===== src/rtl/mdio_mgmt_pkg.sv =====
package mdio_mgmt_pkg;

    // Frame engine states, one per frame field plus the hunt state.
    typedef enum logic [2:0] {
        ST_HUNT   = 3'd0,
        ST_START  = 3'd1,
        ST_OPCODE = 3'd2,
        ST_PHYAD  = 3'd3,
        ST_REGAD  = 3'd4,
        ST_TURN   = 3'd5,
        ST_WDATA  = 3'd6,
        ST_RDATA  = 3'd7
    } mdio_state_e;

    // Opcode encodings, first bit on the wire in bit 1.
    localparam logic [1:0] OP_RD = 2'b10;
    localparam logic [1:0] OP_WR = 2'b01;

    // Length of the two-bit fields (opcode and turnaround).
    localparam int unsigned PAIR_LEN = 2;

endpackage


===== src/rtl/mdio_pre_tracker.sv =====
module mdio_pre_tracker #(
    parameter int unsigned PRE_LEN = 32
) (
    input  logic mdc,
    input  logic rst_n,
    input  logic mdio_i,
    input  logic in_frame,
    output logic pre_full
);
    localparam int unsigned CW = $clog2(PRE_LEN + 1);
    localparam logic [CW-1:0] CNT_MAX = CW'(PRE_LEN);

    logic [CW-1:0] ones_q;

    // Counts consecutive ones between frames; saturates; a zero clears it.
    always_ff @(posedge mdc or negedge rst_n) begin
        if (!rst_n) begin
            ones_q <= '0;
        end else if (!in_frame) begin
            if (!mdio_i) begin
                ones_q <= '0;
            end else if (ones_q != CNT_MAX) begin
                ones_q <= ones_q + CW'(1);
            end
        end
    end

    assign pre_full = (ones_q == CNT_MAX);

    // counter never passes its limit
    a_r9_saturates: assert property (@(posedge mdc) disable iff (!rst_n)
        ones_q <= CNT_MAX);

    // a zero outside a frame removes any qualification
    a_r9_zero_clears: assert property (@(posedge mdc) disable iff (!rst_n)
        (!in_frame && !mdio_i) |=> !pre_full);

endmodule


===== src/rtl/mdio_enf_ctl.sv =====
module mdio_enf_ctl #(
    parameter int unsigned ADDR_W   = 5,
    parameter logic [ADDR_W-1:0] CTRL_REG = 5'h11
) (
    input  logic              mdc,
    input  logic              rst_n,
    input  logic              compat_i,
    input  logic              wr_stb,
    input  logic [ADDR_W-1:0] wr_addr,
    input  logic              wr_bit,
    output logic              enf_eff,
    output logic              pre_optional_o
);
    logic enf_q;
    logic hit;

    assign hit = wr_stb && (wr_addr == CTRL_REG);

    // Enforcement bit: resets clear, locked while compatibility mode is on.
    always_ff @(posedge mdc or negedge rst_n) begin
        if (!rst_n) begin
            enf_q <= 1'b0;
        end else if (hit && !compat_i) begin
            enf_q <= wr_bit;
        end
    end

    assign enf_eff        = enf_q && !compat_i;
    assign pre_optional_o = !enf_eff;

    // compatibility mode freezes the stored bit
    a_r11_compat_holds: assert property (@(posedge mdc) disable iff (!rst_n)
        compat_i |=> $stable(enf_q));

    // the stored bit moves only on a control-register write
    a_r10_only_by_write: assert property (@(posedge mdc) disable iff (!rst_n)
        !hit |=> $stable(enf_q));

endmodule


===== src/rtl/mdio_frame_fsm.sv =====
module mdio_frame_fsm
    import mdio_mgmt_pkg::*;
#(
    parameter int unsigned ADDR_W = 5,
    parameter int unsigned DATA_W = 16,
    parameter logic [ADDR_W-1:0] PHY_ADDR = '0
) (
    input  logic              mdc,
    input  logic              rst_n,
    input  logic              mdio_i,
    input  logic              start_ok,
    input  logic [DATA_W-1:0] rd_data_i,
    output logic              in_frame,
    output logic [ADDR_W-1:0] reg_addr_o,
    output logic [DATA_W-1:0] wr_data_o,
    output logic              wr_stb_o,
    output logic              rd_req_o,
    output logic              mdio_o,
    output logic              mdio_oe
);
    localparam int unsigned CNT_W = $clog2(DATA_W);
    localparam logic [CNT_W-1:0] LAST_AD   = CNT_W'(ADDR_W - 1);
    localparam logic [CNT_W-1:0] LAST_DT   = CNT_W'(DATA_W - 1);
    localparam logic [CNT_W-1:0] LAST_PAIR = CNT_W'(PAIR_LEN - 1);

    mdio_state_e       st_q, st_d;
    logic [CNT_W-1:0]  bcnt_q, bcnt_d;
    logic [DATA_W-2:0] sh_q;
    logic [DATA_W-1:0] sh_next;
    logic [DATA_W-2:0] rd_sh_q;
    logic              is_rd_q;
    logic              ad_last, dt_last, pair_last, op_valid, phy_hit;

    assign sh_next   = {sh_q, mdio_i};
    assign ad_last   = (bcnt_q == LAST_AD);
    assign dt_last   = (bcnt_q == LAST_DT);
    assign pair_last = (bcnt_q == LAST_PAIR);
    assign op_valid  = (sh_next[1:0] == OP_RD) || (sh_next[1:0] == OP_WR);
    assign phy_hit   = (sh_next[ADDR_W-1:0] == PHY_ADDR);
    assign in_frame  = (st_q != ST_HUNT);

    // Next-state logic
    always_comb begin
        st_d = st_q;
        unique case (st_q)
            ST_HUNT:   if (!mdio_i && start_ok) st_d = ST_START;
            ST_START:  st_d = mdio_i ? ST_OPCODE : ST_HUNT;
            ST_OPCODE: if (pair_last) st_d = op_valid ? ST_PHYAD : ST_HUNT;
            ST_PHYAD:  if (ad_last) st_d = phy_hit ? ST_REGAD : ST_HUNT;
            ST_REGAD:  if (ad_last) st_d = ST_TURN;
            ST_TURN:   if (pair_last) st_d = is_rd_q ? ST_RDATA : ST_WDATA;
            ST_WDATA:  if (dt_last) st_d = ST_HUNT;
            ST_RDATA:  if (dt_last) st_d = ST_HUNT;
            default:   st_d = ST_HUNT;
        endcase
    end

    // Bit counter restarts at every field boundary
    always_comb begin
        if ((st_d != st_q) || (st_q == ST_HUNT)) begin
            bcnt_d = '0;
        end else begin
            bcnt_d = bcnt_q + CNT_W'(1);
        end
    end

    // State register process
    always_ff @(posedge mdc or negedge rst_n) begin
        if (!rst_n) begin
            st_q    <= ST_HUNT;
            bcnt_q  <= '0;
            sh_q    <= '0;
            is_rd_q <= 1'b0;
        end else begin
            st_q   <= st_d;
            bcnt_q <= bcnt_d;
            sh_q   <= sh_next[DATA_W-2:0];
            if (st_q == ST_OPCODE && pair_last) begin
                is_rd_q <= (sh_next[1:0] == OP_RD);
            end
        end
    end

    // Output process: strobes, captured fields and the MDIO driver
    always_ff @(posedge mdc or negedge rst_n) begin
        if (!rst_n) begin
            reg_addr_o <= '0;
            wr_data_o  <= '0;
            wr_stb_o   <= 1'b0;
            rd_req_o   <= 1'b0;
            mdio_o     <= 1'b1;
            mdio_oe    <= 1'b0;
            rd_sh_q    <= '0;
        end else begin
            wr_stb_o <= 1'b0;
            rd_req_o <= 1'b0;
            unique case (st_q)
                ST_REGAD: begin
                    if (ad_last) begin
                        reg_addr_o <= sh_next[ADDR_W-1:0];
                        rd_req_o   <= is_rd_q;
                    end
                end
                ST_TURN: begin
                    if (is_rd_q && !pair_last) begin
                        mdio_oe <= 1'b1;
                        mdio_o  <= 1'b0;
                    end else if (is_rd_q) begin
                        rd_sh_q <= rd_data_i[DATA_W-2:0];
                        mdio_o  <= rd_data_i[DATA_W-1];
                    end
                end
                ST_WDATA: begin
                    if (dt_last) begin
                        wr_data_o <= sh_next;
                        wr_stb_o  <= 1'b1;
                    end
                end
                ST_RDATA: begin
                    if (dt_last) begin
                        mdio_oe <= 1'b0;
                        mdio_o  <= 1'b1;
                    end else begin
                        mdio_o  <= rd_sh_q[DATA_W-2];
                        rd_sh_q <= {rd_sh_q[DATA_W-3:0], 1'b0};
                    end
                end
                default: begin
                end
            endcase
        end
    end

    // first turnaround bit is released while the request is out
    a_r5_ta_release: assert property (@(posedge mdc) disable iff (!rst_n)
        rd_req_o |-> !mdio_oe);

    // second turnaround bit is driven low
    a_r5_ta_zero: assert property (@(posedge mdc) disable iff (!rst_n)
        rd_req_o |=> (mdio_oe && !mdio_o));

    // write strobe lasts one cycle
    a_r3_wr_pulse: assert property (@(posedge mdc) disable iff (!rst_n)
        wr_stb_o |=> !wr_stb_o);

    // the line is driven only in the read tail of a frame
    a_r6_drive_in_read: assert property (@(posedge mdc) disable iff (!rst_n)
        mdio_oe |-> (st_q == ST_TURN || st_q == ST_RDATA));

    // a frame is either a read or a write, never both
    a_r2_one_kind: assert property (@(posedge mdc) disable iff (!rst_n)
        !(wr_stb_o && rd_req_o));

endmodule


===== src/rtl/mdio_mgmt_slave.sv =====
module mdio_mgmt_slave #(
    parameter int unsigned ADDR_W   = 5,
    parameter int unsigned DATA_W   = 16,
    parameter int unsigned PRE_LEN  = 32,
    parameter logic [ADDR_W-1:0] PHY_ADDR = 5'h01,
    parameter logic [ADDR_W-1:0] CTRL_REG = 5'h11,
    parameter int unsigned ENF_BIT  = 3
) (
    input  logic              mdc,
    input  logic              rst_n,
    input  logic              compat_i,
    input  logic              mdio_i,
    output logic              mdio_o,
    output logic              mdio_oe,
    output logic [ADDR_W-1:0] reg_addr_o,
    output logic [DATA_W-1:0] wr_data_o,
    output logic              wr_stb_o,
    output logic              rd_req_o,
    input  logic [DATA_W-1:0] rd_data_i,
    output logic              pre_optional_o
);
    logic in_frame;
    logic pre_full;
    logic enf_eff;
    logic start_ok;

    assign start_ok = !enf_eff || pre_full;

    mdio_pre_tracker #(
        .PRE_LEN (PRE_LEN)
    ) u_pre (
        .mdc      (mdc),
        .rst_n    (rst_n),
        .mdio_i   (mdio_i),
        .in_frame (in_frame),
        .pre_full (pre_full)
    );

    mdio_enf_ctl #(
        .ADDR_W   (ADDR_W),
        .CTRL_REG (CTRL_REG)
    ) u_enf (
        .mdc            (mdc),
        .rst_n          (rst_n),
        .compat_i       (compat_i),
        .wr_stb         (wr_stb_o),
        .wr_addr        (reg_addr_o),
        .wr_bit         (wr_data_o[ENF_BIT]),
        .enf_eff        (enf_eff),
        .pre_optional_o (pre_optional_o)
    );

    mdio_frame_fsm #(
        .ADDR_W   (ADDR_W),
        .DATA_W   (DATA_W),
        .PHY_ADDR (PHY_ADDR)
    ) u_fsm (
        .mdc        (mdc),
        .rst_n      (rst_n),
        .mdio_i     (mdio_i),
        .start_ok   (start_ok),
        .rd_data_i  (rd_data_i),
        .in_frame   (in_frame),
        .reg_addr_o (reg_addr_o),
        .wr_data_o  (wr_data_o),
        .wr_stb_o   (wr_stb_o),
        .rd_req_o   (rd_req_o),
        .mdio_o     (mdio_o),
        .mdio_oe    (mdio_oe)
    );

    // with enforcement on, a frame is entered only from a full preamble
    a_r8_needs_preamble: assert property (@(posedge mdc) disable iff (!rst_n)
        (!in_frame && enf_eff && !pre_full) |=> !in_frame);

endmodule


===== config.mk =====
export PLATFORM = sky130hd
export DESIGN_NAME = mdio_mgmt_slave
export DESIGN_NICKNAME = d
export VERILOG_FILES = /design/src/rtl/mdio_mgmt_pkg.sv /design/src/rtl/mdio_pre_tracker.sv /design/src/rtl/mdio_enf_ctl.sv /design/src/rtl/mdio_frame_fsm.sv /design/src/rtl/mdio_mgmt_slave.sv
export SDC_FILE = /design/constraint.sdc
export NUM_CORES = 1
export LEC_CHECK = 0
export BUFFER_PORTS_ARGS = -buffer_cell sky130_fd_sc_hd__buf_2
export CORE_MARGIN = 1
export CORE_UTILIZATION = 50
export CTS_CLUSTER_DIAMETER = 150
export CTS_CLUSTER_SIZE = 12
export DETAILED_ROUTE_END_ITERATION = 6
export HOLD_SLACK_MARGIN = 0.08
export PLACE_DENSITY = 0.71
export SETUP_SLACK_MARGIN = 0.15
export SLEW_MARGIN = 30
export SYNTH_ARGS = -nofsm -noshare
export SYNTH_HDL_FRONTEND = slang
export SYNTH_SLANG_ARGS = --single-unit
export TNS_END_PERCENT = 1

===== constraint.sdc =====
create_clock -name mdc -period 3 [get_ports mdc]
set_input_delay 0.6 -clock mdc [delete_from_list [all_inputs] [get_ports mdc]]
set_output_delay 0.6 -clock mdc [all_outputs]
set_load 0.03 [all_outputs]

[After elaboration in Yosys (flattened, before gate mapping)]
Cells that the tools add are included.
Storage, ports and cells
  register bits after elaboration: 70
  bits in latches: 0
  memory bits (writable): 0
  memory bits (read-only): 0
  input port bits: 20
  output and inout port bits: 26
  logic and storage cells: 92
  memories: 0
Cells by class
  add/sub/neg operators: 2
  $mul: 0
  divide/modulo/power cells: 0
  $lt $le $gt $ge: 0
  eq/ne operators: 24
  shift operators: 0
  muxes and demuxes: 29
  bitwise operators: 1
  reductions and logical operators: 23
Operators by type and width (count)
  15-bit 2-to-1 mux: 3
  15-bit case mux with 2 select lines: 1
  3-bit 2-to-1 mux: 7
  3-bit case mux with 7 select lines: 1
  3-bit == test, second input constant: 4
  6-bit 2-to-1 mux: 2
  1-bit 2-to-1 mux: 10
  2-bit by 1-bit inequality test with 1-bit output, second input constant: 4
  2-bit AND reduction: 4
  6-bit by 1-bit adder with 6-bit output, second input constant: 1
  3-bit by 2-bit == test with 1-bit output, second input constant: 2
  6-bit == test, second input constant: 1
  1-bit logical AND: 6
  6-bit inequality test, second input constant: 1
  5-bit by 1-bit == test with 1-bit output, second input constant: 1
  5-bit == test, second input constant: 1
  4-bit by 1-bit adder with 4-bit output, second input constant: 1
  4-bit by 1-bit == test with 1-bit output, second input constant: 1
  4-bit by 3-bit == test with 1-bit output, second input constant: 1
  4-bit == test, second input constant: 1
  1-bit zero test: 4
  2-bit 2-to-1 mux: 2
  4-bit 2-to-1 mux: 1
  2-bit inequality test, second input constant: 2
  other kinds (14): 17

[Logic depth before layout (Yosys ltp)]
  depth in word-level cells: 10
  gate-level depth with buffers: 8
  mapped depth without buffers: 7

[Hierarchy]
From an unflattened synthesis, not the netlist that was laid out.
Second synthesis, totals
  cells, all modules: 251
  area total of the unflattened synthesis: 3249.4 um^2
By module, submodules not included
  mdio_frame_fsm: instances 1, cells an instance 203, area each 2806.4 um^2, seq. area each 1577.8 um^2
  mdio_pre_tracker: instances 1, cells an instance 40, area each 367.9 um^2, seq. area each 150.1 um^2
  mdio_enf_ctl: instances 1, cells an instance 7, area each 68.8 um^2, seq. area each 25.0 um^2
  mdio_mgmt_slave: instances 1, cells an instance 1, area each 6.3 um^2, seq. area each 0.0 um^2

[Least setup slack after synthesis]
OpenSTA, ideal clock, no wires.
  kind: input to register
  from: input port mdio_i
  to: register u_fsm.bcnt_q[2]
  library setup time: 0.126 ns
  data arrival time: 1.678 ns
  required time: 2.874 ns
  path slack: 1.195 ns
  stages on the path: 6
  buffers on the path: 0
  cells stage by stage: ha_1 > or4b_1 > nor3_1 > nor2_1 > a21oi_2 > nor3_1
On the way
  cells in the longest elaborated chain, start to end: 8
  elaborated cells between the ends (all ways): 16
  classes of those cells: eq/ne: 4; mux: 8; reduce/logical: 4
Ends and longest elaborated chain
  start, declared: RTL line mdio_mgmt_slave.sv:12  | input logic mdio_i,
  2-bit == test or 2-bit by 1-bit == test with 1-bit output (tied branches): RTL line mdio_frame_fsm.sv:38  | assign op_valid = (sh_next[1:0] == OP_RD) || (sh_next[1:0] == OP_WR);
  1-bit logical OR: RTL line mdio_frame_fsm.sv:38
  2-bit 2-to-1 mux: RTL line mdio_frame_fsm.sv:48  | ST_OPCODE: if (pair_last) st_d = op_valid ? ST_PHYAD : ST_HUNT;
  3-bit 2-to-1 mux: RTL line mdio_frame_fsm.sv:48
  3-bit case mux with 7 select lines *: RTL line mdio_frame_fsm.sv:45  | unique case (st_q)
  3-bit inequality test *: RTL line mdio_frame_fsm.sv:60  | if ((st_d != st_q) || (st_q == ST_HUNT)) begin
  1-bit logical OR *: RTL line mdio_frame_fsm.sv:60
  4-bit 2-to-1 mux *: RTL line mdio_frame_fsm.sv:60
  via u_fsm.bcnt_d[2]: RTL line mdio_frame_fsm.sv:27  | logic [CNT_W-1:0] bcnt_q, bcnt_d;
  end signal, assigned: RTL line mdio_frame_fsm.sv:76  | bcnt_q <= bcnt_d;
  end, declared: RTL line mdio_frame_fsm.sv:27
Mark *: on every way through the listed nets, which the timed path passes. The rest lies on a longest branch.
A chain may end at the register's enable or synchronous reset.

[Worst setup path in the final report]
  from: register u_fsm.bcnt_q[0]
  to: register u_fsm.wr_data_o[15]
On the way
  cells in the longest elaborated chain, start to end: 2
Ends and longest elaborated chain
  4-bit == test: RTL line mdio_frame_fsm.sv:36  | assign dt_last = (bcnt_q == LAST_DT);
  2-bit AND reduction (no source line)
  end signal, assigned: RTL line mdio_frame_fsm.sv:115  | wr_data_o <= sh_next;
  end, declared: RTL line mdio_frame_fsm.sv:15  | output logic [DATA_W-1:0] wr_data_o,
Every way passes these cells.

==> impl_metrics.env <==
export IMPL_status="complete, no violations"
export IMPL_period_share_pct=71.6
export IMPL_utilization_pct=59.7
export IMPL_cpMaxStageDelayCell="and3_1"
export IMPL_cts_resized=0
export IMPL_cp_max_fo=17
export IMPL_ctsHoldBuffers=0
export IMPL_layout_commonest_cell="dfrtp_1"
export IMPL_cts_root_buffer="clkbuf_8"
export IMPL_power_density_mw_per_mm2=680
export IMPL_synthToLayoutAreaGrowth_pct=14.7
export IMPL_die_h_um=80.7
export IMPL_dieArea_mm2=0.00651
export IMPL_grt_max_degree=39
export IMPL_htree_levels=3
export IMPL_fin_nets=344
export IMPL_grt_pass1_vias=2087
export IMPL_firstDrtPassIters=4
export IMPL_via_per_inst=5.38
export IMPL_cts_tree="built"
export IMPL_wl_per_cell_um=14.5
export IMPL_syn_nets=302
export IMPL_synth_seq_cells=70
export IMPL_path_delay_family="simple AND/OR/NAND/NOR gates"
export IMPL_critical_path_cell_chain="ha_1 -> and3_1 -> and3_1 -> mux2_1"
export IMPL_rsz0062_at_grt="false"
export IMPL_crit_path_frequent_cell="and3_1"
export IMPL_dieWidth_um=80.7
export IMPL_whs_ps=315
export IMPL_post_route_cells_drive_above_1_share_pct=22.7
export IMPL_io_pins=46
export IMPL_drv_slew=0
export IMPL_dp_hpwl_um=3830
export IMPL_hold_class="primary input to async pin"
export IMPL_path_clk_slew_ps=80
export IMPL_critPathBufInv=0
export IMPL_cp_arrival_ps=2380
export IMPL_hold_viol_final=0
export IMPL_routabilityCongestion=0.812
export IMPL_synth_ff_type="dfrtp_1"
export IMPL_numCtsBuffers=9
export IMPL_final_cells=397
export IMPL_overflow=0
export IMPL_antenna_found_initial=0
export IMPL_fin_crit_ps=2150
export IMPL_crit_type="register to register"
export IMPL_post_cts_setup_buffers=0
export IMPL_netlist_instances=275
export IMPL_cp_start_kind="register"
export IMPL_layout_common_cells="dfrtp_1, buf_2, nor2_1"
export IMPL_async_flop_share_pct=100
export IMPL_grt_usage_pct=21.0
export IMPL_vias=2134
export IMPL_drt_iter0_drc=140
export IMPL_peakVddDrop_mv=0.305
export IMPL_finalSetupViolations=0
export IMPL_clock_sinks=70
export IMPL_slowest_delay_ps=700
export IMPL_io_buffers=45
export IMPL_required_ps=3230
export IMPL_leakage_nw=1.75
export IMPL_rows=28
export IMPL_max_clock_path_buffers=2
export IMPL_synth_avg_cell_area_um2=11.3
export IMPL_clock_latency_ps=350
export IMPL_netlist_area_mm2=0.00310
export IMPL_endpoint_kind="register"
export IMPL_synth_seq_area_share_pct=56.6
export IMPL_cap_violations=0
export IMPL_fin_setup_tns_ps=0
export IMPL_totalWireLength_um=5740
export IMPL_yosysWarnings=0
export IMPL_synth_edff_count=0
export IMPL_synth_cell_types=48
export IMPL_initial_utilization_pct=52.0
export IMPL_finClkSkew_ps=5.29
export IMPL_ant_nets=0
export IMPL_tightest_slew_ps=800
export IMPL_fmax_mhz=465
export IMPL_dp_cells=381
export IMPL_core_mm2=0.00596
export IMPL_grt_pass1_wl_um=10100
export IMPL_relSlewSlack_pct=46.7
export IMPL_num_antenna_cells=0
export IMPL_drc=0
## path summary, 6_finish.rpt
kind / startpoint / depth (start not counted) / end / slack [ps]
hold reg to reg: u_fsm.sh_q[13]$_DFF_PN0_ / 0 / u_fsm.sh_q[14]$_DFF_PN0_ / 370
min in group mdc: u_fsm.sh_q[13]$_DFF_PN0_ / 0 / u_fsm.sh_q[14]$_DFF_PN0_ / 370
max in group asynchronous: rst_n / 2 / u_fsm.mdio_o$_DFFE_PN1P_ / 1970
setup reg to reg: u_fsm.bcnt_q[0]$_DFF_PN0_ / 4 / u_fsm.wr_data_o[15]$_DFFE_PN0P_ / 850
hold / removal: rst_n / 1 / u_fsm.sh_q[1]$_DFF_PN0_ / 320
setup / recovery: u_fsm.bcnt_q[0]$_DFF_PN0_ / 4 / u_fsm.wr_data_o[15]$_DFFE_PN0P_ / 850
## worst register-to-register path, stage by stage, from the launching register on
cell and delay, ps:
dfrtp_1 420, ha_1 280, and3_1 230, and3_1 700, mux2_1 390
## registers in the layout (all words and copies together), names as in the netlist
register          count
u_fsm.reg_addr_o      5
u_fsm.is_rd_q         1
u_pre.ones_q          6
u_fsm.rd_req_o        1
u_enf.enf_q           1
u_fsm.rd_sh_q        15
u_fsm.sh_q           15
u_fsm.st_q            3
u_fsm.wr_data_o      16
u_fsm.mdio_o          1
u_fsm.wr_stb_o        1
u_fsm.mdio_oe         1
u_fsm.bcnt_q          4
## report_power, final
part	switching, mW	total (mW)	leakage (nW)	internal (mW)
sequential	0.142	1.20	0.847	1.06
clock	0.375	0.786	0.103	0.411
combinational	0.242	0.425	0.804	0.183
## Yosys cell counts, drive strengths merged, types with 3 or more instances
library cell / instances / share of area (%)
nor3b: 3 / 0.89
nor2: 27 / 3.3
nor3: 11 / 1.9
dfrtp: 69 / 56
nand2b: 3 / 0.61
nor4: 3 / 0.61
buf: 14 / 3.0
o21ai: 11 / 1.8
or3: 3 / 0.77
ha: 7 / 2.8
inv: 9 / 1.1
nand3: 7 / 1.7
nand2: 23 / 2.8
mux2i: 13 / 4.2
a21oi: 26 / 4.4
mux2: 18 / 6.5
## final cells by class
cell class	count	area, um2
fill	486	2400
sequential	70	1750
multi-input combinational	180	1210
timing repair buffer	47	253
inverter	9	33.8
clock inverter	6	68.8
tap	75	93.8
clock buffer	10	138
## kinds of logic (layout without fill, tap and decap cells)
kind of cell	count (synthesis)	after routing	share of synthesized area, %
flip-flops	70	70	56.6
AND/OR/NAND/NOR	94	94	16.2
buffers and inverters	25	72	4.36
XOR/XNOR	3	3	0.848
multiplexers	31	31	10.7
AO/OA/AOI/OAI	45	45	8.40
adder cells (fa/ha/maj)	7	7	2.83
## layer usage
metal,global-route usage (%),wire length (um),vias up,part of all wire [%]
met5,0,0,-,0
met1,28.6,2690,1020,47
met3,4.43,286,11,5.0
met4,10.2,124,0,2.2
met2,32.1,2640,63,46
li1,-,-,1040,-
## stage by stage
step / instance area, um2 / setup WS [ps] / power (mW)
finish: 3550 / 851 / 2.41
global route: 3550 / 632 / 2.57
CTS: 3550 / 808 / 2.44
detailed placement: 3350 / 822 / 1.65
global placement: 3350 / 896 / 1.63
floorplan: 3100 / 1200 / 1.54
(Power assumes the default switching activity.)
